--- src/rtl/irq_unit_pkg.sv ---
package irq_unit_pkg;

  localparam logic [6:0] CUSTOM0_OPC = 7'b0001011;
  localparam logic [6:0] F7_GETQ     = 7'd0;
  localparam logic [6:0] F7_SETQ     = 7'd1;
  localparam logic [6:0] F7_RETIRQ   = 7'd2;
  localparam logic [6:0] F7_MASKIRQ  = 7'd3;
  localparam logic [6:0] F7_WAITIRQ  = 7'd4;

  typedef enum logic [2:0] {
    OP_NONE,
    OP_GETQ,
    OP_SETQ,
    OP_RET,
    OP_MASK,
    OP_WAIT,
    OP_ILLEGAL
  } irq_op_e;

  typedef struct packed {
    irq_op_e    op;
    logic [4:0] rd;
    logic [1:0] q_src;
    logic [1:0] q_dst;
  } irq_dec_t;

endpackage

--- src/rtl/irq_rst_sync.sv ---
module irq_rst_sync (
  input  logic clk,
  input  logic rst_n,
  output logic rst_n_sync
);
  logic [1:0] sync_q;

  always_ff @(posedge clk or negedge rst_n) begin
    if (!rst_n) sync_q <= 2'b00;
    else        sync_q <= {sync_q[0], 1'b1};
  end

  assign rst_n_sync = sync_q[1];
endmodule

--- src/rtl/irq_decode.sv ---
module irq_decode
  import irq_unit_pkg::*;
(
  input  logic        valid,
  input  logic [31:0] instr,
  output irq_dec_t    dec
);
  logic unused_fields;
  assign unused_fields = ^instr[19:17];

  always_comb begin
    dec.rd    = instr[11:7];
    dec.q_src = instr[16:15];
    dec.q_dst = instr[8:7];
    dec.op    = OP_NONE;
    if (valid && instr[6:0] == CUSTOM0_OPC) begin
      if (instr[14:12] != 3'b000 || instr[24:20] != 5'b00000) begin
        dec.op = OP_ILLEGAL;
      end else begin
        unique case (instr[31:25])
          F7_GETQ:    dec.op = OP_GETQ;
          F7_SETQ:    dec.op = OP_SETQ;
          F7_RETIRQ:  dec.op = OP_RET;
          F7_MASKIRQ: dec.op = OP_MASK;
          F7_WAITIRQ: dec.op = OP_WAIT;
          default:    dec.op = OP_ILLEGAL;
        endcase
      end
    end
  end
endmodule

--- src/rtl/irq_pending.sv ---
module irq_pending #(
  parameter int NIRQ = 32
) (
  input  logic            clk,
  input  logic            rst_n,
  input  logic [NIRQ-1:0] req,
  input  logic [NIRQ-1:0] clr,
  output logic [NIRQ-1:0] pend
);
  logic [NIRQ-1:0] prev_q, pend_q, pend_d, edge_v;

  always_comb begin
    edge_v = req & ~prev_q;
    pend_d = (pend_q & ~clr) | edge_v;
  end

  always_ff @(posedge clk or negedge rst_n) begin
    if (!rst_n) begin
      prev_q <= '0;
      pend_q <= '0;
    end else begin
      prev_q <= req;
      pend_q <= pend_d;
    end
  end

  assign pend = pend_q;

  AST_EDGE_LATCHES: assert property (@(posedge clk) disable iff (!rst_n)
    (edge_v != '0) |=> ((pend_q & $past(edge_v)) == $past(edge_v)));
endmodule

--- src/rtl/irq_qregs.sv ---
module irq_qregs #(
  parameter int XLEN = 32,
  parameter int NIRQ = 32,
  parameter int NQ   = 4
) (
  input  logic                  clk,
  input  logic                  wr_en,
  input  logic [$clog2(NQ)-1:0] wr_idx,
  input  logic [XLEN-1:0]       wr_data,
  input  logic                  entry,
  input  logic [XLEN-1:0]       entry_ret,
  input  logic [NIRQ-1:0]       entry_bits,
  input  logic [$clog2(NQ)-1:0] rd_idx,
  output logic [XLEN-1:0]       rd_data,
  output logic [XLEN-1:0]       q0
);
  logic [XLEN-1:0] q_q [NQ];
  logic [XLEN-1:0] q_d [NQ];
  logic [NQ-1:0]   q_en;

  for (genvar gi = 0; gi < NQ; gi++) begin : g_q
    if (gi == 0) begin : g_ret
      assign q_en[gi] = entry | (wr_en && wr_idx == gi);
      assign q_d[gi]  = entry ? entry_ret : wr_data;
    end else if (gi == 1) begin : g_bits
      assign q_en[gi] = entry | (wr_en && wr_idx == gi);
      assign q_d[gi]  = entry ? XLEN'(entry_bits) : wr_data;
    end else begin : g_scratch
      assign q_en[gi] = wr_en && wr_idx == gi;
      assign q_d[gi]  = wr_data;
    end

    always_ff @(posedge clk) begin
      if (q_en[gi]) q_q[gi] <= q_d[gi];
    end
  end

  assign rd_data = q_q[rd_idx];
  assign q0      = q_q[0];
endmodule

--- src/rtl/irq_unit.sv ---
module irq_unit
  import irq_unit_pkg::*;
#(
  parameter int              XLEN         = 32,
  parameter int              NIRQ         = 32,
  parameter logic [XLEN-1:0] HANDLER_ADDR = 32'h0000_0010
) (
  input  logic            clk,
  input  logic            rst_n,
  input  logic            instr_valid,
  input  logic [31:0]     instr,
  input  logic [XLEN-1:0] rs1_val,
  input  logic [XLEN-1:0] pc,
  input  logic [NIRQ-1:0] irq_req,
  output logic            rd_we,
  output logic [4:0]      rd_addr,
  output logic [XLEN-1:0] rd_data,
  output logic            redirect_valid,
  output logic [XLEN-1:0] redirect_pc,
  output logic            stall,
  output logic            illegal
);
  localparam int NQ = 4;

  logic            rst_ns;
  irq_dec_t        dec;
  irq_op_e         op_x;
  logic [NIRQ-1:0] pend, unmasked, clr;
  logic [NIRQ-1:0] mask_q, mask_d;
  logic            en_q, en_d;
  logic            take, wait_op, wait_done;
  logic [XLEN-1:0] q_rd, q0;

  irq_rst_sync u_rst (.clk(clk), .rst_n(rst_n), .rst_n_sync(rst_ns));

  irq_decode u_dec (.valid(instr_valid), .instr(instr), .dec(dec));

  irq_pending #(.NIRQ(NIRQ)) u_pend (
    .clk(clk), .rst_n(rst_ns), .req(irq_req), .clr(clr), .pend(pend)
  );

  irq_qregs #(.XLEN(XLEN), .NIRQ(NIRQ), .NQ(NQ)) u_q (
    .clk(clk),
    .wr_en(op_x == OP_SETQ), .wr_idx(dec.q_dst), .wr_data(rs1_val),
    .entry(take), .entry_ret(pc), .entry_bits(unmasked),
    .rd_idx(dec.q_src), .rd_data(q_rd), .q0(q0)
  );

  // entry decision and instruction qualification
  always_comb begin
    unmasked  = pend & ~mask_q;
    wait_op   = (dec.op == OP_WAIT);
    take      = en_q && (unmasked != '0) && !wait_op;
    op_x      = take ? OP_NONE : dec.op;
    wait_done = (op_x == OP_WAIT) && (pend != '0);
    if (take)           clr = unmasked;
    else if (wait_done) clr = pend;
    else                clr = '0;
  end

  // outputs
  always_comb begin
    rd_we          = 1'b0;
    rd_addr        = dec.rd;
    rd_data        = '0;
    redirect_valid = 1'b0;
    redirect_pc    = '0;
    stall          = (op_x == OP_WAIT) && (pend == '0);
    illegal        = (op_x == OP_ILLEGAL);
    if (take) begin
      redirect_valid = 1'b1;
      redirect_pc    = HANDLER_ADDR;
    end
    unique case (op_x)
      OP_GETQ: begin rd_we = 1'b1; rd_data = q_rd; end
      OP_MASK: begin rd_we = 1'b1; rd_data = XLEN'(mask_q); end
      OP_WAIT: begin rd_we = wait_done; rd_data = wait_done ? XLEN'(pend) : '0; end
      OP_RET:  begin redirect_valid = 1'b1; redirect_pc = q0; end
      default: ;
    endcase
  end

  // next state
  always_comb begin
    mask_d = (op_x == OP_MASK) ? rs1_val[NIRQ-1:0] : mask_q;
    if (take)                en_d = 1'b0;
    else if (op_x == OP_RET) en_d = 1'b1;
    else                     en_d = en_q;
  end

  always_ff @(posedge clk or negedge rst_ns) begin
    if (!rst_ns) begin
      mask_q <= '1;
      en_q   <= 1'b1;
    end else begin
      mask_q <= mask_d;
      en_q   <= en_d;
    end
  end

  AST_ILLEGAL_QUIET: assert property (@(posedge clk) disable iff (!rst_ns)
    illegal |-> (!rd_we && !redirect_valid && !stall));
  AST_ENTRY_SAVES_PC: assert property (@(posedge clk) disable iff (!rst_ns)
    take |=> (q0 == $past(pc)));
  AST_NO_NESTED_ENTRY: assert property (@(posedge clk) disable iff (!rst_ns)
    take |=> !take);
  AST_RETURN_REENABLES: assert property (@(posedge clk) disable iff (!rst_ns)
    (op_x == OP_RET) |=> en_q);
  AST_STALL_QUIET: assert property (@(posedge clk) disable iff (!rst_ns)
    stall |-> (!rd_we && !redirect_valid));
endmodule

--- config.mk ---
export PLATFORM = sky130hd
export DESIGN_NAME = irq_unit
export DESIGN_NICKNAME = d
export VERILOG_FILES = /design/src/rtl/irq_unit_pkg.sv /design/src/rtl/irq_rst_sync.sv /design/src/rtl/irq_decode.sv /design/src/rtl/irq_pending.sv /design/src/rtl/irq_qregs.sv /design/src/rtl/irq_unit.sv
export SDC_FILE = /design/constraint.sdc
export NUM_CORES = 1
export LEC_CHECK = 0
export BUFFER_PORTS_ARGS = -buffer_cell sky130_fd_sc_hd__buf_4
export CAP_MARGIN = 20
export CORE_MARGIN = 4
export CORE_UTILIZATION = 55
export DETAILED_ROUTE_END_ITERATION = 12
export PLACE_DENSITY = 0.82
export SYNTH_ARGS = -nofsm -noshare
export SYNTH_HDL_FRONTEND = slang
export SYNTH_SLANG_ARGS = --single-unit
--- constraint.sdc ---
create_clock -name clk -period 3.8 [get_ports clk]
set_input_delay 0.57 -clock clk [delete_from_list [all_inputs] [get_ports clk]]
set_output_delay 0.57 -clock clk [all_outputs]
set_load 0.02 [all_outputs]
Word-level counts from Yosys, hierarchy flattened
Memory sizes are Yosys's and may differ from the RTL's.
Index checks and enable logic that the tools add are counted.
{ "op_classes": {"bitwise": 9, "n_reduce_logical": 22, "muxes": 30, "n_eq_ne": 15} }
{ "ops": {"columns": ["cell", "n"], "rows": [
  ["$mux W32", 7],
  ["$and A32 B32 Y32", 3],
  ["$not A32 Y32", 3],
  ["$pmux W32 S3", 1],
  ["$reduce_bool A32 Y1", 2],
  ["$reduce_or A32 Y1", 2],
  ["$logic_not A32 Y1", 1],
  ["$or A32 B32 Y32", 1],
  ["$pmux W3 S5", 1],
  ["$eq A7 B2 Y1 const B", 2],
  ["$mux W1", 14],
  ["$eq A3 B3 Y1 const B", 4],
  ["$logic_and A1 B1 Y1", 9],
  ["$mux W3", 3],
  ["$eq A7 B1 Y1 const B", 1],
  ["$eq A7 B3 Y1 const B", 1],
  ["$eq A7 B4 Y1 const B", 1],
  ["$logic_not A7 Y1", 1],
  ["$eq A3 B2 Y1 const B", 2],
  ["$mux W5", 1],
  ["$reduce_bool A5 Y1", 1],
  ["$eq A2 B2 Y1 const B", 2],
  ["$mux W2", 2],
  ["$eq A3 B1 Y1 const B", 1],
  ["other kinds (9)", 10]
]} }
{ "totals": {"ramBits": 128, "memories": 1, "output_inout_bits": 73, "input_bits": 131, "reg_bits": 99} }
{ "memory_table": {"columns": ["memory", "words", "width", "rd", "rd_clocked_by_memory_dff", "wr", "line", "source"], "rows": [
  ["u_q.q_q", 4, 32, 2, 0, 2, "irq_qregs.sv:17", "logic [XLEN-1:0] q_q [NQ];"]
]} }

Logic depth before layout (Yosys ltp)
Gate-level depths: netlist of the first run.
{ "logic_depth": {"ltp_word": 15, "depth_mapped": 9, "mapped_depth_nobuf": 6} }

Hierarchy
Synthesis of the first run repeated with hierarchy kept, for this count alone.
{ "unflattened": {"hier_cells": 885, "area_unflattened_um2": 10606.4} }
{ "by_module_without_submodules": {"columns": ["module", "instances", "seq_area_each_um2", "cells_each", "area_per_inst_um2"], "rows": [
  ["irq_qregs", 1, 3843.7, 344, 5422.7],
  ["irq_unit", 1, 867.1, 355, 2726.4],
  ["irq_pending", 1, 1601.5, 160, 2242.2],
  ["irq_decode", 1, 0.0, 23, 161.4],
  ["irq_rst_sync", 1, 50.0, 3, 53.8]
]} }

Least setup slack after synthesis of the first run
Ideal clock, no wire load.
{ "synth_path": {"kind": "input -> register", "start": "input port instr[5]", "end": "memory u_q.q_q[0][0] (enable)", "t_arrival_ns": 3.869, "path_buffers": 0, "path_slack_ns": -0.535, "stages": 5, "cell_sequence": "nor4b_1 -> nand4_2 -> a21oi_1 -> nand3_1 -> o21ai_0"} }
{ "synth_rtl": {"columns": ["item", "line", "source"], "rows": [
  ["start, declared", "irq_unit.sv:11", "input logic [31:0] instr,"],
  ["end, declared", "irq_qregs.sv:17", null]
]} }

Worst setup path in the final report of the first run
{ "layout_path": {"start": "register u_pend.pend_q[19] (netlist: u_pend.pend[19])", "end": "output port illegal"} }
{ "layout_between": {"elab_chain_cells": 6} }
{ "layout_lines": {"columns": ["item", "line", "source"], "rows": [
  ["start, declared", "irq_pending.sv:10", "logic [NIRQ-1:0] prev_q, pend_q, pend_d, edge_v;"],
  ["start signal, assigned", "irq_pending.sv:23", "pend_q <= pend_d;"],
  ["$and A32 B32 Y32", "irq_unit.sv:51", "unmasked = pend & ~mask_q;"],
  ["$reduce_bool A32 Y1", "irq_unit.sv:53", "take = en_q && (unmasked != '0) && !wait_op;"],
  ["$logic_and A1 B1 Y1 (2 in series)", "irq_unit.sv:53", null],
  ["$mux W3", "irq_unit.sv:54", "op_x = take ? OP_NONE : dec.op;"],
  ["$eq A3 B3 Y1", "irq_unit.sv:69", "illegal = (op_x == OP_ILLEGAL);"],
  ["end, declared", "irq_unit.sv:21", "output logic illegal"]
]} }
No other way between the ends.

==> flow_summary.ini, run 1 <==
[timing]
setup_viol = 0
slew_viol_final = 0
rsz0062_at_grt = no
fin_crit_sh_pct = 95.4
finClkSkew_ns = 0.0103
setup_ws_ns = 0.173
tightest_slew_ns = 0.906
finalCriticalPeriod_ns = 3.63
fmax_mhz = 276
slew_headroom_pct = 39.6
hold_viol = 0

[routing]
routed_wl_microns = 28700
vias_per_cell = 6.25
ant_nets = 0
routedWlPerCell_microns = 24.5
dr.first_iter.drc_count = 653
post-route-drc-count = 0
dr.pass1.iters = 5
vias = 7326

[cells_and_area]
final_cells = 1173
final_cell_mix = buf_4 (216), edfxtp_1 (128), dfrtp_1 (65), mux2_1 (57), o21ai_0 (43)
final_nets = 1057
final_common_cell = buf_4
n_antenna_cell = 0
fin_area_sq_um = 12900
fillers = 1244
layout-drive-gt1-share_pct = 39.8
areaGrowthSynthToFinish_pct = 24.4

[logic_synthesis]
yosys_register_bits = 227
netlist.top_cell.by_area = edfxtp_1
synth_top_area_share_pct = 37.2
synth_area_sq_um = 10300
synth_area_leaders = edfxtp_1 (37%), dfrtp_1 (16%), dfstp_2 (8.4%)
synthArstFlopShare_pct = 43.6
synthCells = 729
yosys_warnings = 0
syn_nets = 860
synthFlopType = edfxtp_1
synth_enable_flop_cells = 128
avgSynthCellArea_sq_um = 14.2
ys_seq_area_share_pct = 61.5
synthDistinctLibCells = 39

[worst_setup_path]
path_max_fanout = 5
cp-start-kind = flip-flop
worstPathArrival_ns = 3.06
required_ns = 3.23
crit_type = reg2out
worstSetupEndpointType = output pin

[floorplanning]
die_w_microns = 145
io_pins = 204
core_sq_um = 18200
start_util_pct = 56.8
die_area_sq_um = 21100
rows = 49
fp.dieH_microns = 145

[placement]
hpwl_microns = 18800
dpl.cell_count = 1128
place_congestion = 0.845
dp_worst_setup_slack_ns = 0.463
postPlaceCellArea_sq_um = 12100
portBuffers = 194

[clock_tree]
postCtsSetupBuffers = 0
cts_tree = yes
htreeDepth = 1
cts_made_buffers = 24
cts_resized = 0
cts.sinks = 227
cts-root-buf = clkbuf_16
insertion_delay_ns = 0.51
clk_pin_slew_ns = 0.06
clockBufferDepth = 3

[power]
seqPwrFrac_pct = 52.1
combPwrFrac_pct = 5.8
power_density_nw_per_um2 = 407
ir_worst_vdd_v = 0.000329
swShare_pct = 21.2
power_mw = 5.23
p_clk_share_pct = 42.1
cell_internal_pwr_mw = 4.12
p_switching_mw = 1.11
power.leakage_nw = 4.93

[global_route]
grt_usage_pct = 26.7
grt_pass1_wl_microns = 44400
grt_max_degree = 68
antenna_found_initial = 2
grt_overflow_total = 0
grt_pass1_vias = 7687

[job]
drv_cap = 0

[min_path]
worstHoldPathType = in2reg

[status]
status = completed
==> through the flow <==
stage | util, % | TNS (ns) | hold slack (ns)
floorplan | - | -31.59 | 0.274
detailed placement | 66.5 | 0 | 0.339
global route | 70.6 | 0 | 0.161
CTS | 70.6 | 0 | 0.164
finish | 70.6 | 0 | 0.175
global placement | 66.5 | 0 | 0.338
==> flip-flops by register name, summed over array words and instances (netlist names) <==
name and cells:
u_rst.sync_q 2, en_q 1, mask_q 32, u_pend.pend 32
u_q.q_q 128, u_pend.prev_q 32
==> worst max-delay path: stages, from the launching register on <==
cell and delay [ns]:
dfrtp_1 0.44, nor2b_1 0.19, nor4_1 0.51, nand4_1 0.24, o21ai_2 0.28, nand3_1 0.34, nor3_1 0.34, buf_4 0.21
==> power groups by stage <==
stage / combinational [mW] / clock (mW) / sequential [mW]
floorplan: 0.132 / 0 / 2.76
global placement: 0.292 / 0 / 2.76
detailed placement: 0.301 / 0 / 2.77
CTS: 0.305 / 2.22 / 2.72
global route: 0.329 / 2.34 / 2.73
finish: 0.305 / 2.20 / 2.72
==> cell usage after synthesis, types with 16 or more instances <==
| master | n |
|---|---|
| o311ai_0 | 32 |
| dfrtp_1 | 66 |
| nand2_1 | 36 |
| clkbuf_1 | 24 |
| nor4_1 | 16 |
| a22oi_1 | 32 |
| dfstp_2 | 33 |
| o21ai_1 | 25 |
| and2_1 | 32 |
| mux2_1 | 57 |
| mux4_2 | 32 |
| o21ai_0 | 45 |
| mux2_2 | 39 |
| nor2b_1 | 34 |
| inv_1 | 35 |
| edfxtp_1 | 128 |
==> cell families (layout without fill, tap and decap cells) <==
kind of cell | after synthesis | after routing | synth area share (%)
flip-flops | 227 | 227 | 61.5
AND/OR/NAND/NOR | 149 | 149 | 8.36
AO/OA/AOI/OAI | 140 | 140 | 8.85
multiplexers | 128 | 128 | 17.4
buffers and inverters | 84 | 299 | 3.79
other | 1 | 1 | 0.0363
==> per-layer routing <==
metal,share of wire (%),up-vias,GRT usage (%)
li1,-,3159,-
met1,39,3682,35.4
met2,50,426,45.6
met3,8.4,57,4.61
met4,2.6,2,8.40
met5,0.070,-,0
==> layout make-up <==
| cell class | count | area [sq um] | share of cell area, % |
|---|---|---|---|
| Clock buffer | 36 | 707 | 5.50 |
| Clock inverter | 8 | 40.0 | 0.311 |
| Inverter | 35 | 131 | 1.02 |
| Multi-Input combinational cell | 418 | 3640 | 28.3 |
| Sequential cell | 227 | 6370 | 49.5 |
| Tap cell | 229 | 287 | 2.23 |
| Timing Repair Buffer | 220 | 1690 | 13.2 |
==> timing repair <==
item	in CTS	in global routing
hold buffers	1	0
endpoints found under the hold margin	2	0
endpoints found under the setup margin	0	0
==> final timing paths <==
path / from / end / slack [ns] / cells after the start
min in group asynchronous: rst_n / u_rst.sync_q[0] / 0.39 / 2
setup / recovery: u_pend.pend[19] / illegal / 0.17 / 7
hold reg to reg: u_rst.sync_q[0] / u_rst.sync_q[1] / 0.36 / 0
max in group asynchronous: u_rst.sync_q[1] / mask_q[5] / 2.33 / 1
hold / removal: irq_req[16] / u_pend.prev_q[16] / 0.18 / 1
setup reg to reg: u_pend.pend[19] / u_q.q_q[0][0] / 0.43 / 7
Power figures use the tool's default switching activity.
==> run 2: changes to the inputs <==
--- a/config.mk
+++ b/config.mk
@@ -8,9 +8,11 @@
 export BUFFER_PORTS_ARGS = -buffer_cell sky130_fd_sc_hd__buf_4
 export CAP_MARGIN = 20
 export CORE_MARGIN = 4
-export CORE_UTILIZATION = 55
+export CORE_UTILIZATION = 57
+export CTS_BUF_LIST = sky130_fd_sc_hd__clkbuf_4
 export DETAILED_ROUTE_END_ITERATION = 12
-export PLACE_DENSITY = 0.82
+export HOLD_SLACK_MARGIN = 0.06
+export PLACE_DENSITY = 0.84
 export SYNTH_ARGS = -nofsm -noshare
 export SYNTH_HDL_FRONTEND = slang
 export SYNTH_SLANG_ARGS = --single-unit
==> run 2 against run 1 <==
Wire length up 5.0%. Utilization increased by 5.3 points. Global-route usage grew 3.0 points. Combinational power increased by 13%. First-iteration DRC count up 16%. Final area increased by 3.6%. Non-clock buffer count increased by 43. Via count increased by 5.9%. Clock power fell by 7%. Register-to-register slack improved by 0.23 ns. Maximum frequency down 1.7%. Critical path type unchanged. Critical endpoint is now redirect_pc[3]. Largest cell class unchanged.
==> flow_summary.ini, run 2 (synthesis results as in run 1) <==
[worst_setup_path]
crit_type = reg2out
cp_cell_sequence = nor2b_1, nor4_2, nand4_1, o21ai_4, and3_2, buf_8, and2_1, buf_4
max_stage_delay_ns = 0.56
worstSetupEndpointType = output pin
path_max_fanout = 24
critPathSlowestCell = dfstp_2
worstPathArrival_ns = 3.12
required_ns = 3.23
cp-start-kind = flip-flop

[floorplanning]
rows = 48
start_util_pct = 59.0
io_pins = 204
core_sq_um = 17500
die_area_sq_um = 20400
die_w_microns = 143
fp.dieH_microns = 143

[timing]
fmax_mhz = 271
finalCriticalPeriod_ns = 3.69
setup_viol = 0
slew_headroom_pct = 50.7
slew_viol_final = 0
fin_tns_setup_ns = 0
tightest_slew_ns = 0.740
hold_viol = 0
finClkSkew_ns = 0.0522
fin_crit_sh_pct = 97.1

[power]
seqPwrFrac_pct = 53.2
p_clk_share_pct = 40.1
ir_worst_vdd_v = 0.000293
power_density_nw_per_um2 = 384
cell_internal_pwr_mw = 3.93
power_mw = 5.11
swShare_pct = 23.2
p_switching_mw = 1.19
combPwrFrac_pct = 6.8
power.leakage_nw = 5.19

[cells_and_area]
top_register = u_q.q_q
final_cell_mix = buf_4 (220), edfxtp_1 (128), clkbuf_4 (89), dfrtp_1 (65), mux2_1 (57)
largest_reg_flops = 128
areaGrowthSynthToFinish_pct = 28.9
final_common_cell = buf_4
n_antenna_cell = 0
final_nets = 1132
final_cells = 1273
layout-drive-gt1-share_pct = 42.6

[clock_tree]
insertion_delay_ns = 0.69
cts.sinks = 227
cts_made_buffers = 56
clockBufferDepth = 3
cts-root-buf = clkbuf_4
clk_pin_slew_ns = 0.08
cts_tree = yes
htreeDepth = 2

[placement]
hpwl_microns = 19300
portBuffers = 194
dpl.cell_count = 1126
place_congestion = 0.828

[global_route]
grt_max_degree = 54
grt_usage_pct = 29.7
grt_pass1_wl_microns = 45900
grt_overflow_total = 0
grt_pass1_vias = 8147
antenna_found_initial = 0

[routing]
dr.pass1.iters = 5
vias_per_cell = 6.09
ant_nets = 0
dr.first_iter.drc_count = 756
routed_wl_microns = 30200
post-route-drc-count = 0
routedWlPerCell_microns = 23.7
vias = 7756

[status]
status = completed

[job]
drv_cap = 0

[min_path]
worstHoldPathType = in2reg
==> run 2: changes by cell type in the layout (fill, tap and decap cells not counted), sizes merged <==
| cell | change |
|---|---|
| buf | +6 |
| clkbuf | +53 |
| clkinv | +7 |
| clkinvlp | +1 |
| dlygate4sd3 | +37 |
==> run 2: routing by layer <==
layer  up-vias  share of wire (%)  track usage, %  wire length (microns)
met5         -                  0               0                      0
li1       3361                  -               -                      -
met2       454                 50            50.2                  15200
met3        81                9.4            6.13                   2820
met1      3860                 37            38.7                  11300
met4         0                2.8            10.3                    852
==> run 2: through the flow <==
| stage | util, % | hold slack (ns) | instance area [sq um] | setup WS, ns |
|---|---|---|---|---|
| final | 76.0 | 0.104 | 13300 | 0.111 |
| after global placement | 69.2 | 0.335 | 12100 | 0.522 |
| after global routing | 76.0 | 0.0652 | 13300 | -0.00775 |
| after CTS | 75.7 | 0.0617 | 13300 | 0.0161 |
| after floorplan | - | 0.274 | 10300 | -0.494 |
| after detailed placement | 69.2 | 0.343 | 12100 | 0.472 |
==> run 2: layout make-up <==
class	instances	area [sq um]
timing repair buffer	263	2130
fill	1080	4210
sequential	227	6370
multi-input combinational	418	3680
inverter	35	131
clock inverter	16	66.3
clock buffer	89	668
tap	225	282
==> run 2: worst max-delay path, delay by kind of cell (launching register included) <==
kind / cells / cell delay [ns]
AND/OR/NAND/NOR: 5 / 1.16
AO/OA/AOI/OAI: 1 / 0.33
flip-flops: 1 / 0.56
buffers and inverters: 2 / 0.37
==> run 2: timing repair <==
action,4_1_cts,5_1_grt
endpoints found under the setup margin,50,46
pin swaps,0,3
hold endpoints to repair,44,0
hold buffers,38,0
buffers inserted,0,4
resized for setup,5,11
==> run 2: power groups by stage <==
stage	Sequential, mW	Combinational [mW]	Clock [mW]
2_1_floorplan	2.76	0.132	0
3_3_place_gp	2.76	0.295	0
3_5_place_dp	2.77	0.305	0
4_1_cts	2.72	0.341	2.07
5_1_grt	2.72	0.370	2.21
6_report	2.72	0.346	2.05
==> run 2: worst paths after layout <==
path / start / end / slack (ns) / cells past startpoint
max in group asynchronous: u_rst.sync_q[1] / mask_q[5] / 2.57 / 1
min: rs1_val[29] / u_q.q_q[3][29] / 0.10 / 1
max reg2reg: mask_q[21] / u_q.q_q[0][24] / 0.66 / 9
min reg2reg: u_rst.sync_q[0] / u_rst.sync_q[1] / 0.35 / 0
min in group asynchronous: rst_n / u_rst.sync_q[1] / 0.21 / 2
max: mask_q[21] / redirect_pc[3] / 0.11 / 8
==> run 3: changes to the inputs <==
--- a/config.mk
+++ b/config.mk
@@ -8,11 +8,11 @@
 export BUFFER_PORTS_ARGS = -buffer_cell sky130_fd_sc_hd__buf_4
 export CAP_MARGIN = 20
 export CORE_MARGIN = 4
-export CORE_UTILIZATION = 57
+export CORE_UTILIZATION = 62
 export CTS_BUF_LIST = sky130_fd_sc_hd__clkbuf_4
 export DETAILED_ROUTE_END_ITERATION = 12
 export HOLD_SLACK_MARGIN = 0.06
-export PLACE_DENSITY = 0.84
+export PLACE_DENSITY = 0.9
 export SYNTH_ARGS = -nofsm -noshare
 export SYNTH_HDL_FRONTEND = slang
 export SYNTH_SLANG_ARGS = --single-unit
==> constraint.sdc (replaced) <==
create_clock -name clk -period 4.25 [get_ports clk]
set_input_delay 0.6375 -clock clk [delete_from_list [all_inputs] [get_ports clk]]
set_output_delay 0.6375 -clock clk [all_outputs]
set_load 0.02 [all_outputs]
==> run 3 against run 2 <==
Sequential power shrank 11%. Combinational power shrank 21%. Critical path depth is the same. Largest cell class unchanged. Largest power group unchanged.
==> flow_summary.ini, run 3 (synthesis results as in run 1) <==
[status]
status = completed

[min_path]
worstHoldPathType = in2reg
min_from = irq_req[29]
hold_depth = 1
hold_end = u_pend.prev_q[29]

[global_route]
grt_overflow_total = 0
grt_usage_pct = 31.0
grt_pass1_vias = 7934
grt_pass1_wl_microns = 43400
antenna_found_initial = 1
grt_max_degree = 63

[placement]
dpl.cell_count = 1111
portBuffers = 194
hpwl_microns = 18400
place_congestion = 0.842

[timing]
rsz0062_at_grt = no
fin_crit_sh_pct = 94.1
hold_viol = 0
finalCriticalPeriod_ns = 4.00
slew_headroom_pct = 44.8
fmax_mhz = 250
setup_viol = 0
slew_viol_final = 0
worst_hold_slack_ns = 0.0963
tightest_slew_ns = 0.828
finClkSkew_ns = 0.0281

[clock_tree]
cts_made_buffers = 55
htreeDepth = 2
clk_pin_slew_ns = 0.07
clockBufferDepth = 3
cts-root-buf = clkbuf_4
insertion_delay_ns = 0.65
cts_tree = yes
cts_resized = 0
cts.sinks = 227
postCtsSetupBuffers = 0

[worst_setup_path]
crit_type = reg2out
worstPathArrival_ns = 3.36
rr_endpoint = u_q.q_q[1][19]
regToRegSetupSlack_ns = 1.02
worstReg2RegStart = u_pend.pend[19]
cp-start-kind = flip-flop
required_ns = 3.61
r2r_cells = 9
path_max_fanout = 11
worstSetupEndpointType = output pin

[floorplanning]
rows = 46
die_w_microns = 137
die_area_sq_um = 18800
fp.dieH_microns = 137
start_util_pct = 64.2
core_sq_um = 16100
io_pins = 204

[cells_and_area]
final_cell_mix = buf_4 (214), edfxtp_1 (128), clkbuf_4 (98), dfrtp_1 (65), mux2_1 (57)
seq_area_sq_um = 6370
fillers = 944
final_cells = 1216
multiInputGateArea_sq_um = 3640
final_common_cell = buf_4
top_register = u_q.q_q
layout-drive-gt1-share_pct = 43.6
largest_reg_flops = 128
final_nets = 1084
areaGrowthSynthToFinish_pct = 23.8

[job]
drv_cap = 0

[routing]
dr.pass1.iters = 5
routed_wl_microns = 28500
routedWlPerCell_microns = 23.5
dr.first_iter.drc_count = 798
vias_per_cell = 6.19
ant_nets = 0
vias = 7522
post-route-drc-count = 0

[power]
power.leakage_nw = 4.99
ir_worst_vdd_v = 0.000242
power_density_nw_per_um2 = 357
==> run 3: cell count changes in the layout (fill, tap and decap cells not counted), moves of 3 or more <==
cell           delta
buf_12            -3
buf_4             -6
clkbuf_4          +9
clkinv_1          -8
dlygate4sd3_1    -37
nor4_1            +3
nor4_2            -3
o21ai_0           +8
o21ai_1           -8
==> run 3: per-stage QoR <==
stage                     TNS, ns  power (mW)  cell area [sq um]  util, %  setup slack (ns)
after floorplan             -7.11        2.58              10300        -            -0.111
after global placement          0        2.73              12000     74.7             0.747
after detailed placement        0        2.74              12000     74.7             0.692
after CTS                       0        4.59              12800     79.4             0.260
after global routing            0        4.75              12800     79.4          0.000214
final                           0        4.57              12800     79.4             0.251
==> run 3: critical path, cell delays in order, from the launching register on <==
cell and delay (ns):
dfrtp_1 0.44, nor2b_1 0.20, nor4_1 0.46, nand4_1 0.18, o21ai_2 0.24, nand2_1 0.38
buf_4 0.32, o21ai_0 0.28, buf_4 0.20
==> run 3: how the worst max path moves through the flow <==
stage	slack, ns	endpoint	start	depth (start not counted)
floorplan	-0.11	u_q.q_q[2][0]	instr[5]	5
global placement	0.75	rd_data[12]	instr[5]	9
detailed placement	0.69	rd_data[12]	instr[5]	9
CTS	0.26	rd_data[12]	u_pend.pend[19]	8
global route	0.0002	rd_data[12]	u_pend.pend[19]	8
finish	0.25	rd_data[12]	u_pend.pend[19]	8
==> run 3: what timing repair did <==
| item | in CTS | in global routing |
|---|---|---|
| hold buffers | 1 | 0 |
| hold endpoints to repair | 2 | 0 |
| endpoints found under the setup margin | 0 | 0 |
==> run 3: layout make-up <==
class | instances | share of cell area (%)
Multi-Input combinational cell | 418 | 28.4
Inverter | 35 | 1.03
Antenna cell | 1 | 0.0196
Sequential cell | 227 | 49.7
Clock buffer | 98 | 5.75
Tap cell | 216 | 2.11
Timing Repair Buffer | 216 | 12.8
Clock inverter | 5 | 0.147
==> run 3: power by group <==
part           total, mW  leakage, nW  internal (mW)  switching [mW]
registers           2.43         2.17           2.39          0.0413
logic              0.273         2.36          0.148           0.126
clock network       1.87        0.459           1.02           0.844
total               4.57         4.99           3.56            1.01
==> run 3: layer usage <==
metal  GRT usage [%]  part of all wire, %  up-vias
met5               0                    0        -
met3            7.06                  9.6       85
met4            11.1                  3.2        0
li1                -                    -     3267
met1            39.5                   37     3686
met2            52.3                   51      484
